File: src/rtl/flash_cmd_pkg.sv
package flash_cmd_pkg;

  localparam int BYTE_W = 8;

  typedef enum logic [1:0] {
    SQ_IDLE = 2'd0,
    SQ_ADDR = 2'd1,
    SQ_CMD  = 2'd2,
    SQ_BUSY = 2'd3
  } seq_state_t;

  localparam logic [BYTE_W-1:0] OP_BLANK = 8'h05;
  localparam logic [BYTE_W-1:0] OP_BYTE  = 8'h20;
  localparam logic [BYTE_W-1:0] OP_BURST = 8'h25;
  localparam logic [BYTE_W-1:0] OP_PAGE  = 8'h40;
  localparam logic [BYTE_W-1:0] OP_MASS  = 8'h41;

  localparam int ST_EMPTY = 7;
  localparam int ST_CMPL  = 6;
  localparam int ST_ERR   = 4;
  localparam int ST_DIVOK = 0;

  function automatic logic code_valid(input logic [BYTE_W-1:0] c);
    return (c == OP_BLANK) || (c == OP_BYTE) || (c == OP_BURST) ||
           (c == OP_PAGE)  || (c == OP_MASS);
  endfunction

  function automatic logic code_is_erase(input logic [BYTE_W-1:0] c);
    return (c == OP_PAGE) || (c == OP_MASS);
  endfunction

  function automatic logic code_no_data(input logic [BYTE_W-1:0] c);
    return (c == OP_BLANK) || (c == OP_PAGE) || (c == OP_MASS);
  endfunction

endpackage

File: src/rtl/fcc_prescaler.sv
module fcc_prescaler #(
  parameter int DIV_W = 8
) (
  input  logic             clk,
  input  logic             rst,
  input  logic             restart,
  input  logic             run,
  input  logic [DIV_W-1:0] div,
  output logic             tick
);

  logic [DIV_W-1:0] pre;

  assign tick = run && (pre == div);

  always_ff @(posedge clk) begin
    if (rst || restart) begin
      pre <= '0;
    end else if (run) begin
      if (pre == div) pre <= '0;
      else            pre <= pre + 1'b1;
    end
  end

endmodule

File: src/rtl/fcc_array_timer.sv
module fcc_array_timer #(
  parameter int DIV_W       = 8,
  parameter int PROG_TICKS  = 4,
  parameter int ERASE_TICKS = 8
) (
  input  logic             clk,
  input  logic             rst,
  input  logic             start,
  input  logic             erase,
  input  logic [DIV_W-1:0] div,
  output logic             done
);

  localparam int MAX_T = (PROG_TICKS > ERASE_TICKS) ? PROG_TICKS : ERASE_TICKS;
  localparam int CW    = $clog2(MAX_T + 1);

  logic          busy;
  logic [CW-1:0] remain;
  logic          tick;

  fcc_prescaler #(.DIV_W(DIV_W)) u_pre (
    .clk     (clk),
    .rst     (rst),
    .restart (start),
    .run     (busy),
    .div     (div),
    .tick    (tick)
  );

  always_ff @(posedge clk) begin
    if (rst) begin
      busy   <= 1'b0;
      remain <= '0;
      done   <= 1'b0;
    end else begin
      done <= 1'b0;
      if (start) begin
        busy   <= 1'b1;
        remain <= erase ? CW'(ERASE_TICKS) : CW'(PROG_TICKS);
      end else if (busy && tick) begin
        if (remain == CW'(1)) begin
          busy <= 1'b0;
          done <= 1'b1;
        end else begin
          remain <= remain - 1'b1;
        end
      end
    end
  end

endmodule

File: src/rtl/fcc_sequencer.sv
module fcc_sequencer
  import flash_cmd_pkg::*;
#(
  parameter int AW        = 16,
  parameter int PAGE_BITS = 9
) (
  input  logic              clk,
  input  logic              rst,
  input  logic              wr_array,
  input  logic              wr_cmd,
  input  logic              wr_stat,
  input  logic              div_ok,
  input  logic [AW-1:0]     bus_addr,
  input  logic [BYTE_W-1:0] bus_wdata,
  input  logic              done,
  output seq_state_t        state,
  output logic              acc_err,
  output logic              cmpl,
  output logic              op_start,
  output logic [BYTE_W-1:0] op_cmd,
  output logic [AW-1:0]     op_addr,
  output logic [BYTE_W-1:0] op_data
);

  localparam logic [AW-1:0] PAGE_MASK = {AW{1'b1}} << PAGE_BITS;

  logic [AW-1:0]     lat_addr;
  logic [BYTE_W-1:0] lat_data;
  logic [BYTE_W-1:0] lat_cmd;
  logic [AW-1:0]     addr_m;
  logic [BYTE_W-1:0] data_m;

  always_comb begin
    addr_m = (lat_cmd == OP_PAGE) ? (lat_addr & PAGE_MASK) : lat_addr;
    data_m = code_no_data(lat_cmd) ? '0 : lat_data;
  end

  always_ff @(posedge clk) begin
    if (rst) begin
      state    <= SQ_IDLE;
      acc_err  <= 1'b0;
      cmpl     <= 1'b1;
      op_start <= 1'b0;
      op_cmd   <= '0;
      op_addr  <= '0;
      op_data  <= '0;
      lat_addr <= '0;
      lat_data <= '0;
      lat_cmd  <= '0;
    end else begin
      op_start <= 1'b0;
      if (state == SQ_BUSY && done) begin
        state <= SQ_IDLE;
        cmpl  <= 1'b1;
      end
      // clear first; any error raised below in the same cycle overrides it
      if (wr_stat && bus_wdata[ST_ERR]) acc_err <= 1'b0;

      if (wr_array) begin
        case (state)
          SQ_IDLE: begin
            if (acc_err || !div_ok) begin
              acc_err <= 1'b1;
            end else begin
              lat_addr <= bus_addr;
              lat_data <= bus_wdata;
              state    <= SQ_ADDR;
            end
          end
          SQ_ADDR, SQ_CMD: begin
            acc_err <= 1'b1;
            state   <= SQ_IDLE;
          end
          default: acc_err <= 1'b1;
        endcase
      end

      if (wr_cmd) begin
        case (state)
          SQ_ADDR: begin
            if (code_valid(bus_wdata)) begin
              lat_cmd <= bus_wdata;
              state   <= SQ_CMD;
            end else begin
              acc_err <= 1'b1;
              state   <= SQ_IDLE;
            end
          end
          SQ_CMD: begin
            acc_err <= 1'b1;
            state   <= SQ_IDLE;
          end
          default: acc_err <= 1'b1;
        endcase
      end

      if (wr_stat) begin
        case (state)
          SQ_ADDR: begin
            acc_err <= 1'b1;
            state   <= SQ_IDLE;
          end
          SQ_CMD: begin
            if (bus_wdata[ST_EMPTY]) begin
              state    <= SQ_BUSY;
              cmpl     <= 1'b0;
              op_start <= 1'b1;
              op_cmd   <= lat_cmd;
              op_addr  <= addr_m;
              op_data  <= data_m;
            end else begin
              acc_err <= 1'b1;
              state   <= SQ_IDLE;
            end
          end
          default: ;
        endcase
      end
    end
  end

endmodule

File: src/rtl/flash_cmd_ctrl.sv
module flash_cmd_ctrl
  import flash_cmd_pkg::*;
#(
  parameter int            AW          = 16,
  parameter logic [AW-1:0] ARRAY_BASE  = 16'h8000,
  parameter logic [AW-1:0] REG_DIV     = 16'h0010,
  parameter logic [AW-1:0] REG_STAT    = 16'h0011,
  parameter logic [AW-1:0] REG_CMD     = 16'h0012,
  parameter int            PAGE_BITS   = 9,
  parameter int            PROG_TICKS  = 4,
  parameter int            ERASE_TICKS = 8
) (
  input  logic          clk,
  input  logic          rst,
  input  logic [AW-1:0] bus_addr,
  input  logic [7:0]    bus_wdata,
  input  logic          bus_we,
  output logic [7:0]    bus_rdata,
  output logic          op_start,
  output logic [7:0]    op_cmd,
  output logic [AW-1:0] op_addr,
  output logic [7:0]    op_data
);

  logic              wr_array, wr_cmd, wr_stat, wr_div;
  logic [BYTE_W-1:0] div_q;
  logic              div_ok;
  logic              acc_err, cmpl, done;
  seq_state_t        seq_state;
  logic [BYTE_W-1:0] status;

  assign wr_array = bus_we && (bus_addr >= ARRAY_BASE);
  assign wr_cmd   = bus_we && (bus_addr == REG_CMD);
  assign wr_stat  = bus_we && (bus_addr == REG_STAT);
  assign wr_div   = bus_we && (bus_addr == REG_DIV);

  always_ff @(posedge clk) begin
    if (rst) begin
      div_q  <= '0;
      div_ok <= 1'b0;
    end else if (wr_div) begin
      div_q  <= bus_wdata;
      div_ok <= 1'b1;
    end
  end

  fcc_sequencer #(.AW(AW), .PAGE_BITS(PAGE_BITS)) u_seq (
    .clk       (clk),
    .rst       (rst),
    .wr_array  (wr_array),
    .wr_cmd    (wr_cmd),
    .wr_stat   (wr_stat),
    .div_ok    (div_ok),
    .bus_addr  (bus_addr),
    .bus_wdata (bus_wdata),
    .done      (done),
    .state     (seq_state),
    .acc_err   (acc_err),
    .cmpl      (cmpl),
    .op_start  (op_start),
    .op_cmd    (op_cmd),
    .op_addr   (op_addr),
    .op_data   (op_data)
  );

  fcc_array_timer #(
    .DIV_W       (BYTE_W),
    .PROG_TICKS  (PROG_TICKS),
    .ERASE_TICKS (ERASE_TICKS)
  ) u_timer (
    .clk   (clk),
    .rst   (rst),
    .start (op_start),
    .erase (code_is_erase(op_cmd)),
    .div   (div_q),
    .done  (done)
  );

  always_comb begin
    status            = '0;
    status[ST_EMPTY]  = (seq_state == SQ_IDLE);
    status[ST_CMPL]   = cmpl;
    status[ST_ERR]    = acc_err;
    status[ST_DIVOK]  = div_ok;
  end

  always_ff @(posedge clk) begin
    if (rst) begin
      bus_rdata <= '0;
    end else begin
      if (bus_addr == REG_DIV)       bus_rdata <= div_q;
      else if (bus_addr == REG_STAT) bus_rdata <= status;
      else if (bus_addr == REG_CMD)  bus_rdata <= op_cmd;
      else                           bus_rdata <= '0;
    end
  end

endmodule

File: config.mk
export PLATFORM = sky130hd
export DESIGN_NAME = flash_cmd_ctrl
export DESIGN_NICKNAME = d
export VERILOG_FILES = /design/src/rtl/flash_cmd_pkg.sv /design/src/rtl/fcc_prescaler.sv /design/src/rtl/fcc_array_timer.sv /design/src/rtl/fcc_sequencer.sv /design/src/rtl/flash_cmd_ctrl.sv
export SDC_FILE = /design/constraint.sdc
export NUM_CORES = 1
export LEC_CHECK = 0
export ABC_CLOCK_PERIOD_IN_PS = 5200
export BUFFER_PORTS_ARGS = -buffer_cell sky130_fd_sc_hd__buf_2
export CAP_MARGIN = 40
export CORE_MARGIN = 2
export CORE_UTILIZATION = 50
export CTS_CLUSTER_DIAMETER = 40
export DETAILED_ROUTE_END_ITERATION = 8
export PLACE_DENSITY_LB_ADDON = 0.25
export SYNTH_ARGS = -nofsm -noshare
export SYNTH_HDL_FRONTEND = slang
export SYNTH_SLANG_ARGS = --single-unit
File: constraint.sdc
create_clock -name clk -period 5.2 [get_ports clk]
set_clock_uncertainty 0.1 [all_clocks]
set_input_delay 0.26 -clock clk [delete_from_list [all_inputs] [get_ports clk]]
set_output_delay 0.26 -clock clk [all_outputs]
set_load 0.005 [all_outputs]
# Word-level counts from Yosys, hierarchy flattened

Cells that the tools add are included.

$add $sub $neg: 2
Magnitude comparators: 1
Eq/ne operators: 19
Muxes and demuxes: 39
Bitwise operators: 4
Reductions and logical operators: 29

Operators with widths:

| kind                   | number |
|---|---|
| $eq A16 B5 Y1 const B  | 3 |
| $eq A8 B7 Y1 const B   | 6 |
| $mux W8                | 5 |
| $mux W1                | 18 |
| $eq A8 B3 Y1 const B   | 2 |
| $eq A8 B6 Y1 const B   | 2 |
| $ge A16 B16 Y1 const B | 1 |
| $mux W4                | 4 |
| $mux W2                | 7 |
| $pmux W2 S2            | 3 |
| $logic_or A1 B1 Y1     | 9 |
| $mux W9                | 1 |
| $reduce_and A3 Y1      | 3 |
| $add A8 B1 Y8 const B  | 1 |
| $eq A8 B8 Y1           | 1 |
| $logic_and A1 B1 Y1    | 8 |
| $reduce_or A3 Y1       | 2 |
| $eq A2 B2 Y1 const B   | 2 |
| $eq A4 B1 Y1 const B   | 1 |
| $not A1 Y1             | 4 |
| $reduce_and A2 Y1      | 2 |
| $reduce_bool A2 Y1     | 2 |
| $sub A4 B1 Y4 const B  | 1 |
| $eq A2 B1 Y1 const B   | 1 |
| 5 further kinds        | 5 |

Flip-flop bits (word level): 100
Input bits: 27
Output and inout port bits: 41
Word-level logic and storage cells: 111

# Logic depth before layout (Yosys ltp)

Word-level depth: 13
Depth in mapped cells: 8
Gate-level depth less buffers: 7

# By module

Synthesis repeated with hierarchy kept, for this count alone.

Cell total of the unflattened synthesis: 488
Area, all modules: 4299.1 um^2

By module, submodules not included:

| module          | times used | cells an instance | area an instance (um^2) | seq. area each (um^2) |
|---|---|---|---|---|
| fcc_sequencer   | 1          | 317               | 2708.8                  | 1381.3 |
| flash_cmd_ctrl  | 1          | 86                | 844.6                   | 340.3 |
| fcc_prescaler   | 1          | 49                | 434.2                   | 160.2 |
| fcc_array_timer | 1          | 36                | 311.5                   | 120.1 |

# Worst setup path before layout

OpenSTA, ideal clock, no wires.

Kind: register -> register
From: register u_seq.lat_cmd[4]
To: register u_seq.op_addr[0]
Library setup time: 0.132 ns
Arrival: 1.571 ns
Data required time: 4.968 ns
Setup slack: 3.397 ns
Cell stages (with the launch flop): 5
Path buffers: 0
Period minus slack after synthesis: 1.803 ns
Path through: dfxtp_1 or4_4 nor4_1 nand3b_1 a21oi_2

Cells in the longest elaborated chain, start to end: 2

RTL lines:

| item                   | line                 | source |
|---|---|---|
| from (decl)            | fcc_sequencer.sv:29  | `logic [BYTE_W-1:0] lat_cmd;` |
| from (signal assigned) | fcc_sequencer.sv:82  | `lat_cmd <= bus_wdata;` |
| $eq A8 B7 Y1           | fcc_sequencer.sv:34  | `addr_m = (lat_cmd == OP_PAGE) ? (lat_addr & PAGE_MASK) : lat_addr;` |
| $mux W9                | fcc_sequencer.sv:34  |  |
| to (signal assigned)   | fcc_sequencer.sv:109 | `op_addr <= addr_m;` |
| to (decl)              | fcc_sequencer.sv:21  | `output logic [AW-1:0] op_addr,` |

Every way passes these cells.
A chain may end at the register's enable or synchronous reset.

# Final worst setup path

From: input bus_addr[7]
To: register div_q[3]

Cells in the longest elaborated chain, start to end: 2

RTL lines:

| item                 | line                 | source |
|---|---|---|
| from (decl)          | flash_cmd_ctrl.sv:15 | `input logic [AW-1:0] bus_addr,` |
| $eq A16 B5 Y1        | flash_cmd_ctrl.sv:35 | `assign wr_div = bus_we && (bus_addr == REG_DIV);` |
| $logic_and A1 B1 Y1  | flash_cmd_ctrl.sv:35 |  |
| to (signal assigned) | flash_cmd_ctrl.sv:42 | `div_q <= bus_wdata;` |
| to (decl)            | flash_cmd_ctrl.sv:26 | `logic [BYTE_W-1:0] div_q;` |

Every way passes these cells.

==> impl_metrics.csv <==
group,metric,value,unit
global_route,grt_pass1_wl,16500,um
sta,period_share,0.422,
clock_tree,cts.clk_slew.worst_paths,0.10,ns
sta,fin_ws,3.01,ns
critical_path,critPathLaunchType,"primary input",
die,fp-row-count,34,
detailed_routing,routed_wl,9970,um
detailed_routing,vias_per_cell,5.38,
cells_and_area,layout_commonest_cell,"dfxtp_1",
critical_path,r2r-end,"u_seq.op_cmd[0]$_SDFFE_PP0P_",
worst_hold_path,min_path_type,"in2reg",
synth,syn-cell-area,0.00442,mm2
critical_path,timing.critical_path.to_type,"flop",
synth,syn_area_per_cell,9.03,um2
detailed_routing,top_layer_used,"met4",
pwr,power_leakage,1.85,nW
run_status,status,"completed",
synth,synth.top_cell.area_share,0.453,
critical_path,slowest_stage,"nor4b_2",
synth,async_flop_share,0,
die,die_area,0.00960,mm2
critical_path,rrSetupSlack,3.15,ns
critical_path,cp_data_required_time,5.35,ns
die,die_x,98.0,um
global_route,grt_max_degree,37,
synth,yosys.cell_types.count,57,
detailed_routing,drt_pass1_iterations,5,
synth,syn_nets,524,
pwr,vdd_drop_max,0.000156,V
pwr,internal_power,0.00101,W
global_route,overflow,0,
detailed_routing,dr_wl_met2,4750,um
critical_path,rr_startpoint,"u_seq.state[0]$_SDFF_PP0_",
sta,slew_viol_final,0,
critical_path,path_class,"in2reg",
synth,ys_seq_elements,100,
placed_design,io_buffers,67,
synth,synth_top_area_cell,"dfxtp_1",
cells_and_area,fill_cells,778,
clock_tree,cts_max_level,3,
pwr,p_switching,0.000306,W
synth,postSynthCellCount,489,
die,fp.coreArea,0.00864,mm2
detailed_routing,drt_iter0_drc,166,
critical_path,worstPathArrival,2.34,ns
cells_and_area,syn2layout_area_growth,13.5,%
clock_tree,numCtsBuffers,9,
die,fp.dieH,98.0,um
sta,rsz0062_at_grt,"false",
sta,setup_tns,0,ns
critical_path,crit_chain,"buf_2, nor4_1, nand4_1, nor4b_2, buf_4, mux2i_1, nor2_1",
sta,finalHoldViolCount,0,
cells_and_area,multi_input_area,0.00222,mm2
clock_tree,cts_buffer_depth,2,
sta,slew_headroom,0.485,
cells_and_area,drive_gt1_frac,0.262,
detailed_routing,vias,3563,
sta,setup_violations,0,
critical_path,ff2ff_path_depth,7,
detailed_routing,dr_wl_met3,457,um
detailed_routing,wl_met1,4600,um
placed_design,place_hpwl,7300,um
global_route,grt_pass1_vias,3449,
die,ioPinCount,68,
clock_tree,cts_setup_buffers,0,
clock_tree,cts_tree,"yes",
cells_and_area,final_cell_mix,"dfxtp_1 (100), nand2_1 (83), buf_2 (67)",
sta,fin_crit,2.19,ns
critical_path,crit_fanout,5,
die,start_util,0.511,
worst_hold_path,hold_end,"u_seq.lat_addr[11]$_SDFFE_PP0P_",
detailed_routing,drc,0,
clock_tree,clock-sinks,100,
pwr,clkPwrFrac,0.376,
global_route,antenna_found_initial,0,
clock_tree,clock_latency,0.37,ns
clock_tree,clockRootBuffer,"clkbuf_8",
worst_hold_path,whs_path_depth,3,
cells_and_area,final_util,0.581,
cells_and_area,antennaDiodeCount,0,
pwr,power.share.switching,0.233,
clock_tree,ctsHoldBuffers,0,
global_route,grt_usage,0.214,
pwr,p_seq_frac,0.583,
sta,max_freq,456,MHz
sta,tightest_slew,0.769,ns
synth,synth_edf_count,0,
sta,holdWs,0.0455,ns
cells_and_area,final_nets,584,
detailed_routing,wl_per_cell,15.1,um
placed_design,place_congestion,0.852,
clock_tree,cts_resized,0,
synth,synth_seq_area_share,0.453,
critical_path,cpPeakStageDelay,0.66,ns
pwr,pwr-share-comb,0.041,
worst_hold_path,min_from,"bus_addr[11]",
placed_design,post-place-ws,2.69,ns
synth,synth.top_cells.by_area,"dfxtp_1 (45%), nand2_1 (7.1%), mux2i_1 (5.0%)",
synth,synth_warnings,0,
run,cap_violations,0,
cells_and_area,seq_area,0.00200,mm2
detailed_routing,drtAntennaViolNets,0,
pwr,p_per_area,262,mW/mm2
synth,ys.flop_type,"dfxtp_1",
-- stage by stage --
stage	instance area [um2]	power [W]	cells
finish	5010	0.00132	662
detailed placement	4820	0.000838	646
CTS	5010	0.00132	662
global route	5010	0.00136	662
global placement	4770	0.000834	643
floorplan	4420	0.000810	489
-- how the worst max path moves through the flow --
stage                                   from                             to  slack (ns)  cells past startpoint
2_1_floorplan  u_seq.lat_cmd[4]$_SDFFE_PP0P_  u_seq.op_addr[0]$_SDFFE_PP0P_        3.40                      4
3_3_place_gp                     bus_addr[3]          div_q[1]$_SDFFE_PP0P_        2.57                      6
3_5_place_dp                    bus_addr[11]          div_q[3]$_SDFFE_PP0P_        2.69                      7
4_1_cts                         bus_addr[11]          div_q[3]$_SDFFE_PP0P_        3.03                      7
5_1_grt                          bus_addr[3]          div_q[6]$_SDFFE_PP0P_        2.84                      7
6_report                         bus_addr[7]          div_q[3]$_SDFFE_PP0P_        3.01                      7
-- routing by layer --
layer  up-vias  track usage
met5         -            0
met4         0       0.0791
met1      1681        0.272
met2        86        0.352
li1       1779            -
met3        17       0.0530
-- Yosys cell counts (4+ instances only) --
master	number
clkbuf_1	13
nor2_1	44
nor4_1	5
dfxtp_1	100
nand4_1	6
inv_1	10
nand3_1	5
xor2_1	5
a21oi_2	22
nand3b_1	18
nor3_1	5
a21oi_1	42
nand2_1	83
buf_2	5
mux2i_1	22
and2_1	5
nand2_2	22
a211oi_1	4
nand2b_1	6
ha_1	8
xnor2_1	11
-- worst max-delay path: cells and delay by family --
family | cells | cell delay [ns]
muxes | 1 | 0.20
and+or+nand+nor | 4 | 1.49
buffers and inverters | 2 | 0.39
-- logic make-up (layout without fill, tap and decap cells) --
group / count (synthesis) / count (layout) / share of synthesized area
AND/OR/NAND/NOR: 225 / 225 / 0.276
flip-flops: 100 / 100 / 0.453
AO/OA/AOI/OAI: 82 / 82 / 0.122
buffers and inverters: 36 / 101 / 0.0445
multiplexers: 22 / 22 / 0.0499
XOR/XNOR: 16 / 16 / 0.0317
adder cells (fa/ha/maj): 8 / 8 / 0.0227
-- layout make-up --
class                           instances  area share
Clock buffer                           11      0.0262
Clock inverter                          5      0.0125
Inverter                               10     0.00749
Multi-Input combinational cell        353       0.443
Sequential cell                       100       0.399
Tap cell                              108      0.0270
Timing Repair Buffer                   75      0.0844
-- sequential cells by signal, indices dropped and copies added (netlist names), 2 cells and up --
name               cells
u_seq.lat_data         8
div_q                  8
u_timer.u_pre.pre      8
u_timer.remain         4
u_seq.op_cmd           8
u_seq.op_data          8
u_seq.lat_addr        16
u_seq.state            2
bus_rdata              8
u_seq.lat_cmd          8
u_seq.op_addr         16
-- power groups by stage --
stage	combinational, W	sequential, W	clock, W
after floorplan	0.0000265	0.000784	0
after global placement	0.0000502	0.000784	0
after detailed placement	0.0000540	0.000784	0
after CTS	0.0000541	0.000766	0.000501
after global routing	0.0000583	0.000767	0.000536
final	0.0000542	0.000766	0.000495
(Power assumes the default switching activity.)
